==> config.mk <==
export PLATFORM = sky130hd
export DESIGN_NAME = aux_line_conditioner
export DESIGN_NICKNAME = d
export VERILOG_FILES = /design/src/rtl/aux_cond_pkg.sv /design/src/rtl/aux_sync.sv /design/src/rtl/aux_deglitch.sv /design/src/rtl/aux_timebase.sv /design/src/rtl/aux_line_conditioner.sv
export SDC_FILE = /design/constraint.sdc
export NUM_CORES = 1
export LEC_CHECK = 0
export BUFFER_PORTS_ARGS = -buffer_cell sky130_fd_sc_hd__buf_2
export CORE_ASPECT_RATIO = 1.1
export CORE_MARGIN = 8
export CORE_UTILIZATION = 58
export DETAILED_ROUTE_END_ITERATION = 8
export PLACE_DENSITY_LB_ADDON = 0.1
export SLEW_MARGIN = 10
export SYNTH_ARGS = -nofsm -noshare
export SYNTH_HDL_FRONTEND = slang
export SYNTH_SLANG_ARGS = --single-unit
==> constraint.sdc <==
create_clock -name clk -period 4.07 [get_ports clk]
set_input_delay 0.2035 -clock clk [delete_from_list [all_inputs] [get_ports clk]]
set_output_delay 0.2035 -clock clk [all_outputs]
set_load 0.05 [all_outputs]
==> src/rtl/aux_cond_pkg.sv <==
package aux_cond_pkg;
  localparam int FILT_CODE_W = 8;
  localparam int FILT_CNT_W  = 6;

  typedef logic [FILT_CNT_W-1:0] filt_cnt_t;

  // Stable-clock count required for each legal filter code; others fall back to 7.
  function automatic filt_cnt_t filt_limit(input logic [FILT_CODE_W-1:0] code);
    case (code)
      8'd16:   filt_limit = filt_cnt_t'(15);
      8'd24:   filt_limit = filt_cnt_t'(23);
      8'd32:   filt_limit = filt_cnt_t'(31);
      8'd40:   filt_limit = filt_cnt_t'(40);
      8'd48:   filt_limit = filt_cnt_t'(47);
      default: filt_limit = filt_cnt_t'(7);
    endcase
  endfunction
endpackage

==> src/rtl/aux_sync.sv <==
module aux_sync #(
  parameter int   STAGES    = 2,
  parameter logic RESET_VAL = 1'b1
) (
  input  logic clk,
  input  logic rst,
  input  logic d_i,
  output logic q_o
);
  logic [STAGES-1:0] shreg_q;

  always_ff @(posedge clk) begin
    if (rst) shreg_q <= {STAGES{RESET_VAL}};
    else     shreg_q <= {shreg_q[STAGES-2:0], d_i};
  end

  assign q_o = shreg_q[STAGES-1];
endmodule

==> src/rtl/aux_deglitch.sv <==
module aux_deglitch
  import aux_cond_pkg::*;
(
  input  logic                   clk,
  input  logic                   rst,
  input  logic [FILT_CODE_W-1:0] code_i,
  input  logic                   sync_i,
  output logic                   line_o
);
  filt_cnt_t limit;
  filt_cnt_t cnt_q;
  logic      line_q;

  assign limit = filt_limit(code_i);

  always_ff @(posedge clk) begin
    if (rst) begin
      line_q <= 1'b1;
      cnt_q  <= '0;
    end else if (sync_i == line_q) begin
      cnt_q  <= '0;
    end else if (cnt_q >= limit - filt_cnt_t'(1)) begin
      line_q <= sync_i;
      cnt_q  <= '0;
    end else begin
      cnt_q  <= cnt_q + filt_cnt_t'(1);
    end
  end

  assign line_o = line_q;


  line_follow_chk: assert property (@(posedge clk) disable iff (rst)
    (line_q != $past(line_q)) |-> ($past(sync_i) == line_q));


  run_clear_chk: assert property (@(posedge clk) disable iff (rst)
    (sync_i == line_q) |=> (cnt_q == '0));
endmodule

==> src/rtl/aux_timebase.sv <==
module aux_timebase #(
  parameter int DIV_W = 8
) (
  input  logic             clk,
  input  logic             rst,
  input  logic [DIV_W-1:0] div_i,
  output logic             tick_o,
  output logic             early_o,
  output logic             mid_o,
  output logic             late_o
);
  localparam int NUM_PTS = 3;

  logic [DIV_W-1:0] div_eff;
  logic [DIV_W-1:0] eighth;
  logic [DIV_W-1:0] cnt_q;
  logic [DIV_W-1:0] pts [NUM_PTS];
  logic [NUM_PTS-1:0] stb_q;
  logic             tick_q;
  logic             wrap;

  assign div_eff = (div_i == '0) ? DIV_W'(1) : div_i;
  assign eighth  = div_eff >> 3;
  assign pts[0]  = eighth + (eighth << 1);
  assign pts[1]  = div_eff >> 1;
  assign pts[2]  = eighth + (eighth << 2);
  assign wrap    = (cnt_q >= div_eff - DIV_W'(1));

  always_ff @(posedge clk) begin
    if (rst) begin
      cnt_q  <= '0;
      tick_q <= 1'b0;
    end else begin
      cnt_q  <= wrap ? '0 : cnt_q + DIV_W'(1);
      tick_q <= wrap;
    end
  end

  for (genvar g = 0; g < NUM_PTS; g++) begin : g_stb
    always_ff @(posedge clk) begin
      if (rst) stb_q[g] <= 1'b0;
      else     stb_q[g] <= (cnt_q == pts[g]);
    end
  end

  assign tick_o  = tick_q;
  assign early_o = stb_q[0];
  assign mid_o   = stb_q[1];
  assign late_o  = stb_q[2];


  tick_single_chk: assert property (@(posedge clk) disable iff (rst)
    (tick_q && (div_i > DIV_W'(1)) && $stable(div_i)) |=> !tick_q);


  early_late_apart_chk: assert property (@(posedge clk) disable iff (rst)
    ((div_i >= DIV_W'(8)) && $stable(div_i)) |-> !(stb_q[0] && stb_q[2]));
endmodule

==> src/rtl/aux_line_conditioner.sv <==
module aux_line_conditioner
  import aux_cond_pkg::*;
#(
  parameter int DIV_W       = 8,
  parameter int SYNC_STAGES = 2
) (
  input  logic                   clk,
  input  logic                   rst,
  input  logic                   line_in,
  input  logic [DIV_W-1:0]       div_i,
  input  logic [FILT_CODE_W-1:0] filt_code_i,
  output logic                   line_o,
  output logic                   tick_o,
  output logic                   early_o,
  output logic                   mid_o,
  output logic                   late_o
);
  logic line_sync;

  aux_sync #(.STAGES(SYNC_STAGES), .RESET_VAL(1'b1)) u_sync (
    .clk (clk),
    .rst (rst),
    .d_i (line_in),
    .q_o (line_sync)
  );

  aux_deglitch u_deglitch (
    .clk    (clk),
    .rst    (rst),
    .code_i (filt_code_i),
    .sync_i (line_sync),
    .line_o (line_o)
  );

  aux_timebase #(.DIV_W(DIV_W)) u_timebase (
    .clk     (clk),
    .rst     (rst),
    .div_i   (div_i),
    .tick_o  (tick_o),
    .early_o (early_o),
    .mid_o   (mid_o),
    .late_o  (late_o)
  );


  mid_tick_apart_chk: assert property (@(posedge clk) disable iff (rst)
    ((div_i >= 8'd4) && $stable(div_i)) |-> !(mid_o && tick_o));
endmodule

==> results of run 1 <==
## per-layer routing
layer	GRT usage	wire length (um)	vias up	part of all wire
met3	0.0182	119	4	0.030
met2	0.272	1930	23	0.49
met5	0	0	-	0
met1	0.181	1800	729	0.46
met4	0.0583	63	0	0.016
li1	-	-	830	-
## layout by cell type, fill, tap and decap left out, types with 2 or more instances in the layout
cell type	instances
o21ai_0	7
clkbuf_4	3
nor2_1	20
and3b_1	2
o2111ai_1	2
or2_2	4
buf_2	23
nand4_1	3
or3_1	2
a21o_1	2
xor2_1	17
dfxtp_1	21
a31oi_1	2
inv_1	14
nor2b_1	4
or4_1	2
nand2_1	12
a21oi_1	7
nor3_1	4
ha_1	27
nand3_1	11
xnor2_1	23
a211oi_1	8
nand2b_1	2
## cell families after synthesis
kind of cell	synth area share
buf+inv	0.0582
compound gates	0.152
flops	0.215
simple gates	0.190
mux	0.0109
fa+ha+maj	0.183
xor+xnor	0.191
## final timing paths
path | start | end | slack (ns) | cells after the start
min reg2reg | u_sync.shreg_q[0] | u_sync.shreg_q[1] | 0.42 | 1
max | div_i[4] | u_timebase.cnt_q[7] | 1.15 | 14
max reg2reg | u_timebase.cnt_q[0] | u_timebase.cnt_q[7] | 1.99 | 7
min | line_in | u_sync.shreg_q[0] | 0.09 | 2
## per-stage QoR
| stage | utilization | hold WS [ns] | setup WS [ns] | cells |
|---|---|---|---|---|
| 2_1_floorplan | - | 0.272 | 1.00 | 232 |
| 3_3_place_gp | 0.627 | 0.392 | 0.923 | 277 |
| 3_5_place_dp | 0.627 | 0.395 | 0.846 | 277 |
| 4_1_cts | 0.635 | 0.0821 | 1.15 | 281 |
| 5_1_grt | 0.635 | 0.0930 | 0.770 | 281 |
| 6_report | 0.635 | 0.0915 | 1.15 | 281 |
## critical path: stages
cell and delay, ns:
buf_2 0.25, inv_1 0.13, ha_1 0.23, nand2_1 0.19, or2_1 0.22, nand2_1 0.11, ha_1 0.21, a221oi_2 0.29
xor2_1 0.18, ha_1 0.25, nor2b_1 0.13, o21ai_0 0.14, o211ai_1 0.31, a211oi_1 0.30
## layout make-up
cell class              count  area [um^2]  share of cell area
clock buffers               4         26.3              0.0126
inverters                  14         52.6              0.0253
multi-input cells         183         1420               0.683
flip-flops and latches     21          420               0.202
well taps                  36         45.0              0.0216
repair buffers             23          115              0.0553
## power by group through the flow
stage | Combinational (mW) | Clock (mW) | Sequential (mW)
3_5_place_dp | 0.131 | 0 | 0.224
5_1_grt | 0.147 | 0.110 | 0.221
6_report | 0.130 | 0.0972 | 0.219
4_1_cts | 0.132 | 0.101 | 0.219
2_1_floorplan | 0.104 | 0 | 0.218
3_3_place_gp | 0.130 | 0 | 0.224
## sequential cells by signal (all words and copies together), names as in the netlist
| register | count |
|---|---|
| u_deglitch.cnt_q | 6 |
| u_deglitch.line_o | 1 |
| u_sync.shreg_q | 2 |
| u_timebase.cnt_q | 8 |
| u_timebase.early_o | 1 |
| u_timebase.late_o | 1 |
| u_timebase.mid_o | 1 |
| u_timebase.tick_o | 1 |
==> impl_metrics.csv, run 1 <==
group,metric,value,unit
status,run_status,"complete, no violations",
routing,drt-vias-per-instance,5.64,
synth,synth_edf_count,0,
sta,finalSetupTns,0,ns
cts,cts_resized,0,
placement,dpl-instance-area,2050,um^2
final_layout,drive_gt1_frac,0.155,
hold_path,hold_class,"input pin to flop",
power_and_ir_drop,p_comb_frac,0.292,
routing,wire_per_inst,13.9,um
setup_path,critPathMaxFanout,14,
routing,firstDrtPassIters,4,
final_layout,antenna_cells,0,
power_and_ir_drop,swShare,0.309,
power_and_ir_drop,p_clk_frac,0.217,
floorplanning,die_w,71.4,um
setup_path,crit_arrival,3.14,ns
cts,root_buffer,"clkbuf_4",
cts,clkTransAtPathRegs,0.11,ns
cts,cts_buffer_depth,2,
sta,fmax,0.342,GHz
cts,cts_tree,"done",
floorplanning,rows,22,
setup_path,endpoint_kind,"flop",
power_and_ir_drop,power_density,215,nW/um^2
sta,finalMaxSlewViolations,0,
job,cap_violations,0,
global_routing,grt_pass1_wl,6.98,mm
routing,drc,0,
synth,syn_avg_cell_area,8.43,um^2
power_and_ir_drop,seq_power_share,0.491,
synth,ys_ff_latch,21,
routing,final_antenna_net_count,0,
setup_path,criticalPathCategory,"input pin to flop",
final_layout,syn_to_final_growth,6.40,%
sta,fin_crit_sh,0.718,
sta,slew_headroom,0.546,
synth,yosys.cell_count.top_type,"ha_1",
synth,ys_async_sr_fraction,0,
power_and_ir_drop,power.leakage,0.896,nW
power_and_ir_drop,vdd_drop_max,0.0800,mV
synth,synth_warnings,0,
synth,ys_types,48,
global_routing,grt.overflow.total,0,
cts,numCtsBuffers,3,
synth,synth_top_area_share,0.215,
sta,hold_viol,0,
floorplanning,ioPinCount,24,
floorplanning,die_y,76.9,um
routing,drt_iter0_drc,106,
power_and_ir_drop,power.total,447,uW
sta,min_period,2.92,ns
power_and_ir_drop,p_int,309,uW
setup_path,required,4.28,ns
setup_path,startpoint_type,"input pin",
global_routing,antenna_found_initial,0,
synth,syn_nets,279,
global_routing,grt_max_degree,17,
cts,holdBufCountCts,0,
synth,synth_area,1960,um^2
global_routing,grt_pass1_vias,1641,
routing,wl,3.92,mm
placement,port_buffers,23,
synth,yosysSeqAreaShare,0.215,
power_and_ir_drop,switchingPower,138,uW
final_layout,nNetsFinal,293,
final_layout,nFillCells,311,
synth,synthFlopType,"dfxtp_1",
sta,rsz0062_at_grt,"no",
global_routing,track_usage,0.154,
sta,setup_viol,0,
synth,synth_top_cell_by_area,"dfxtp_1",
synth,synthCells,232,
cts,clock_latency,0.29,ns
placement,dp_hpwl,3.11,mm
sta,tightest_slew,0.677,ns
sta,finClkSkew,0.00277,ns
routing,vias,1586,
cts,htreeDepth,1,
final_layout,fin_area,2080,um^2
synth,synth_common_cells,"27 x ha_1, 23 x xnor2_1, 21 x dfxtp_1, 20 x nor2_1, 17 x xor2_1",
floorplanning,core-area,3280,um^2
floorplanning,start_util,0.597,
synth,synth_top_cells_by_area,"dfxtp_1 21%, ha_1 17%, xnor2_1 10%",
placement,gp_congestion,0.874,
cts,cts_setup_buffers,0,
floorplanning,die_area,5490,um^2
cts,cts_sinks,21,
Note: power is estimated with default switching activity, not from simulation.
==> inputs of run 2 (changes only) <==
ABC_AREA = 1   (was unset)
CORE_UTILIZATION = 59   (was 58)
clock period = 2.9 ns   (was 4.07 ns; I/O delays follow)
==> run 2 against run 1 <==
  * Sequential power is 39% higher
  * Register-to-register slack worse by 0.76 ns
  * Total power up 44%
  * Combinational power rose by 45%
  * Via count grew 19%
  * Global-route usage rose by 1.1 points
==> impl_metrics.csv, run 2 <==
group,metric,value,unit
status,run_status,"complete, no violations",
synth,synth_area,2040,um^2
synth,ys_async_sr_fraction,0,
floorplanning,die_area,5590,um^2
synth,synth_top_cell_by_area,"dfxtp_1",
synth,synth_edf_count,0,
placement,dp_hpwl,3.58,mm
sta,hold_viol,0,
final_layout,final_util,0.672,
cts,clock_latency,0.32,ns
routing,drc,0,
global_routing,grt_pass1_wl,7.82,mm
setup_path,crit_arrival,2.61,ns
placement,gp_congestion,0.844,
placement,dpl_worst_slack,0.149,ns
cts,clkTransAtPathRegs,0.14,ns
setup_path,startpoint_type,"input pin",
power_and_ir_drop,vdd_drop_max,0.231,mV
final_layout,syn_to_final_growth,10.0,%
final_layout,drive_gt1_frac,0.148,
routing,wire_per_inst,11.3,um
synth,ys_ff_latch,21,
sta,finalSetupTns,0,ns
floorplanning,die_w,72.0,um
power_and_ir_drop,power_density,288,nW/um^2
cts,cts_tree,"done",
hold_path,hold_class,"input pin to flop",
synth,syn_nets,346,
sta,slew_headroom,0.733,
sta,min_period,2.36,ns
sta,setup_slack,0.537,ns
sta,finalMaxSlewViolations,0,
sta,rsz0062_at_grt,"no",
routing,final_antenna_net_count,0,
floorplanning,start_util,0.611,
synth,synth_common_cells,"54 x nand2_1, 52 x inv_1, 32 x nor2_1, 27 x ha_1, 25 x nand3_1",
global_routing,grt_pass1_vias,1890,
setup_path,critPathMaxFanout,6,
final_layout,layout_commonest_cell,"nand2_1",
sta,setup_viol,0,
synth,synth_top_area_share,0.207,
synth,ys_types,31,
setup_path,endpoint_kind,"flop",
setup_path,required,3.15,ns
sta,fmax,0.423,GHz
synth,synthCells,299,
setup_path,worstRegToRegCells,6,
routing,drt_iter0_drc,80,
setup_path,cp-startpoint,"filt_code_i[1]",
placement,port_buffers,23,
floorplanning,die_y,77.6,um
floorplanning,rows,22,
cts,numCtsBuffers,3,
global_routing,grt.overflow.total,0,
global_routing,track_usage,0.164,
setup_path,criticalPathCategory,"input pin to flop",
routing,vias,1892,
setup_path,r2r-end,"u_deglitch.cnt_q[2]",
final_layout,largest_reg_flops,8,
final_layout,nFillCells,327,
cts,root_buffer,"clkbuf_4",
power_and_ir_drop,power.total,645,uW
final_layout,layout_common_cells,"54 x nand2_1, 52 x inv_1, 32 x nor2_1, 27 x ha_1, 25 x nand3_1",
routing,firstDrtPassIters,4,
synth,synth_warnings,0,
final_layout,top_regs,"u_timebase.cnt_q: 8 flops, u_deglitch.cnt_q: 6 flops, u_sync.shreg_q: 2 flops",
synth,syn_avg_cell_area,6.81,um^2
cts,cts_resized,0,
floorplanning,ioPinCount,24,
final_layout,nNetsFinal,373,
power_and_ir_drop,power.leakage,1.14,nW
cts,cts_setup_buffers,0,
sta,tightest_slew,0.401,ns
setup_path,r2r_slack,1.23,ns
synth,yosys.cell_count.top_type,"nand2_1",
global_routing,antenna_found_initial,0,
final_layout,top_register,"u_timebase.cnt_q",
cts,htreeDepth,1,
synth,synth_top_cells_by_area,"dfxtp_1 21%, ha_1 17%, nand2_1 10%",
job,cap_violations,0,
final_layout,antenna_cells,0,
synth,yosysSeqAreaShare,0.207,
cts,cts_buffer_depth,2,
setup_path,worstReg2RegStart,"u_deglitch.cnt_q[4]",
global_routing,grt_max_degree,14,
sta,fin_crit_sh,0.815,
routing,wl,4.21,mm
synth,synthFlopType,"dfxtp_1",
setup_path,critical_path.endpoint,"u_deglitch.cnt_q[2]",
routing,drt-vias-per-instance,5.07,
floorplanning,core-area,3330,um^2
sta,finClkSkew,0.0160,ns
cts,cts_sinks,21,
==> run 2: what timing repair did <==
action,4_1_cts,5_1_grt
hold endpoints to repair,1,0
endpoints found under the setup margin,0,0
hold buffers,1,0
==> run 2: kinds of logic (layout without fill, tap and decap cells) <==
logic type,count (synthesis),after routing,share of synthesized area
flip-flops,21,21,0.207
AO/OA/AOI/OAI,26,26,0.0707
XOR/XNOR,22,22,0.0947
buffers and inverters,59,85,0.118
AND/OR/NAND/NOR,143,143,0.334
adder cells (fa/ha/maj),28,28,0.176
==> run 2: area by class of cell <==
type	instances	area, um^2	share of cell area
Tap cell	48	60.1	0.0268
Timing Repair Buffer	28	155	0.0693
Clock buffer	3	22.5	0.0101
Inverter	53	199	0.0888
Multi-Input combinational cell	219	1380	0.614
Clock inverter	1	7.51	0.00335
Sequential cell	21	420	0.188
==> run 2: critical path: stages <==
cell	delay (ns)
buf_2	0.10
nor2_1	0.13
inv_1	0.05
nor3_1	0.18
inv_1	0.08
o31ai_1	0.27
a21oi_1	0.08
ha_1	0.21
xnor2_1	0.15
ha_1	0.24
nand2_1	0.06
inv_1	0.06
a221oi_1	0.38
nand4_1	0.31
nor2_1	0.15
==> run 2: metal layers <==
layer  track usage  part of all wire  wire [um]  vias up
met2         0.286              0.49       2050       34
met1         0.187              0.45       1880      833
met5             0                 0          0        -
met4        0.0593             0.025        106        0
met3        0.0411             0.042        177       11
li1              -                 -          -     1014
==> run 2: how the worst min path moves through the flow <==
stage          cells past startpoint  startpoint                end
6_report                           2         rst  u_sync.shreg_q[1]
4_1_cts                            2         rst  u_sync.shreg_q[1]
5_1_grt                            2         rst  u_sync.shreg_q[0]
3_3_place_gp                       2     line_in  u_sync.shreg_q[0]
2_1_floorplan                      1     line_in  u_sync.shreg_q[0]
3_5_place_dp                       2     line_in  u_sync.shreg_q[0]
==> run 2: per-stage QoR <==
stage | hold slack (ns) | area (um^2) | std cells
finish | 0.0765 | 2240 | 373
global route | 0.0637 | 2240 | 373
CTS | 0.0746 | 2240 | 373
detailed placement | 0.336 | 2200 | 368
global placement | 0.327 | 2200 | 368
floorplan | 0.249 | 2040 | 299
==> run 2: power by group <==
part	switching [mW]	leakage [nW]	total (mW)	internal [mW]
Sequential	0.00931	0.170	0.304	0.295
Combinational	0.112	0.958	0.189	0.0778
Clock	0.0982	0.0139	0.151	0.0527
Total	0.219	1.14	0.645	0.426
==> inputs of run 3 (changes only) <==
ABC_AREA = 0   (was 1)
CORE_UTILIZATION = 58   (was 59)
clock period = 2.4 ns   (was 2.9 ns; I/O delays follow)
==> run 3 against run 2 <==
  * Setup slack got worse by 0.51 ns
  * Critical path type unchanged
  * Utilization increased by 10 points
  * Non-clock buffer count grew 37
  * Clock power up 12%
==> impl_metrics.csv, run 3 (synthesis gave the netlist of run 1 again) <==
group,metric,value,unit
setup_path,r2r_slack,0.57,ns
final_layout,antenna_cells,0,
placement,dpl-instance-area,2410,um^2
routing,wl,4.63,mm
cts,numCtsBuffers,3,
sta,setup_viol,0,
placement,dpl_worst_slack,-0.261,ns
global_routing,grt_pass1_wl,7.63,mm
final_layout,register_area,420,um^2
floorplanning,rows,22,
placement,dp_hpwl,3.59,mm
sta,slew_headroom,0.703,
setup_path,endpoint_kind,"flop",
routing,wire_per_inst,14.3,um
setup_path,worstRegToRegCells,7,
sta,finalMaxSlewViolations,0,
placement,dp.cells,317,
cts,cts_sinks,21,
final_layout,layout_common_cells,"40 x buf_4, 22 x xnor2_1, 22 x ha_1, 22 x buf_2, 21 x dfxtp_1",
sta,fin_crit_sh,0.989,
final_layout,multi_input_area,1560,um^2
sta,fmax,0.421,GHz
sta,rsz0062_at_grt,"yes",
final_layout,top_register,"u_timebase.cnt_q",
sta,finClkSkew,0.00171,ns
setup_path,critPathMaxFanout,5,
floorplanning,die_area,5490,um^2
floorplanning,die_y,76.9,um
cts,clock_latency,0.30,ns
setup_path,critical_path.endpoint,"u_timebase.cnt_q[2]",
sta,hold_viol,0,
setup_path,startpoint_type,"input pin",
floorplanning,die_w,71.4,um
hold_path,hold_class,"input pin to flop",
routing,firstDrtPassIters,4,
power_and_ir_drop,power.total,835,uW
setup_path,cp-startpoint,"div_i[3]",
setup_path,crit_arrival,2.61,ns
setup_path,path_cells,"buf_6, or4_4, buf_6, nor2_4, nor2_2, ha_2, nand2_2, xnor2_2, ha_1, a21oi_2, nor2b_4, o21ai_2, o211ai_1, buf_4, a211oi_2",
final_layout,top_regs,"u_timebase.cnt_q: 8 flops, u_deglitch.cnt_q: 6 flops, u_sync.shreg_q: 2 flops",
setup_path,crit_slowest_cell,"or4_4",
routing,drt-vias-per-instance,5.38,
sta,tightest_slew,0.445,ns
setup_path,r2r-end,"u_deglitch.cnt_q[5]",
power_and_ir_drop,power.leakage,1.13,nW
job,cap_violations,0,
cts,htreeDepth,1,
global_routing,track_usage,0.168,
floorplanning,ioPinCount,24,
sta,hold-worst-slack,0.202,ns
final_layout,final_util,0.777,
final_layout,syn_to_final_growth,30.1,%
cts,cts_tree,"done",
final_layout,fin_area,2540,um^2
final_layout,largest_reg_flops,8,
sta,min_period,2.37,ns
final_layout,nNetsFinal,335,
final_layout,nFillCells,235,
cts,root_buffer,"clkbuf_4",
setup_path,cp_num_cells,15,
final_layout,fin_cells,323,
setup_path,cp_common_cell,"buf_6",
routing,final_antenna_net_count,0,
setup_path,critPathTopFamily,"simple AND/OR/NAND/NOR gates",
sta,finalSetupTns,0,ns
routing,drt_iter0_drc,116,
global_routing,grt_pass1_vias,1689,
setup_path,criticalPathCategory,"input pin to flop",
global_routing,antenna_found_initial,0,
routing,drc,0,
setup_path,path_buf_inv,3,
floorplanning,core-area,3280,um^2
global_routing,grt.overflow.total,0,
routing,vias,1738,
setup_path,worst_path_largest_cell_delay,0.54,ns
final_layout,drive_gt1_frac,0.366,
cts,clkTransAtPathRegs,0.11,ns
sta,setup_slack,0.0262,ns
status,run_status,"complete, no violations",
final_layout,layout_commonest_cell,"buf_4",
cts,cts_buffer_depth,2,
setup_path,worstReg2RegStart,"u_deglitch.cnt_q[0]",
placement,gp_congestion,0.843,
floorplanning,start_util,0.597,
power_and_ir_drop,vdd_drop_max,0.156,mV
placement,port_buffers,23,
power_and_ir_drop,power_density,328,nW/um^2
global_routing,grt_max_degree,17,
setup_path,required,2.63,ns
## run 3: changes by cell type in the layout (fill, tap and decap cells not counted), sizes merged, moves of 3 or more
cell / delta
nand2: -48
xnor2: +14
a21oi: -6
nand3: -17
inv: -39
or2: +3
nor2: -13
nand4: -7
buf: +37
xor2: +4
or4: +3
a211oi: +8
nor2b: +4
## run 3: final cells by class
cell class,count,share of cell area
clock buffers,4,0.0103
multi-input cells,183,0.612
well taps,36,0.0177
repair buffers,65,0.174
flip-flops and latches,21,0.165
inverters,14,0.0207
## run 3: worst reg2reg max path: cells and delay by family (launching register included)
family                   cells  cell delay (ns)
AND/OR/NAND/NOR              3             0.75
AO/OA/AOI/OAI                2             0.29
flip-flops                   1             0.40
adder cells (fa/ha/maj)      1             0.28
buffers and inverters        1             0.07
## run 3: metal layers
| metal | GRT usage | vias to the layer above | share of wire |
|---|---|---|---|
| met3 | 0.0182 | 6 | 0.034 |
| met4 | 0.0583 | 0 | 0.015 |
| met2 | 0.296 | 36 | 0.51 |
| met1 | 0.202 | 782 | 0.44 |
| li1 | - | 914 | - |
| met5 | 0 | - | 0 |
## run 3: what timing repair did
action	CTS	global route
hold buffers	1	0
resized for setup	0	19
setup endpoints to repair	0	10
endpoints found under the hold margin	1	0
buffers inserted	0	1
## run 3: worst min-delay path by stage
stage,from,to,slack (ns),depth (start not counted)
2_1_floorplan,rst,u_timebase.late_o,0.19,1
3_3_place_gp,line_in,u_sync.shreg_q[0],0.31,2
3_5_place_dp,line_in,u_sync.shreg_q[0],0.31,2
4_1_cts,rst,u_timebase.late_o,0.17,2
5_1_grt,rst,u_timebase.cnt_q[5],0.21,2
6_report,rst,u_timebase.cnt_q[5],0.20,2
## run 3: power by group
part	internal, mW	switching, mW	leakage (nW)
Clock	0.0649	0.104	0.0150
Sequential	0.356	0.00820	0.170
Combinational	0.155	0.148	0.940
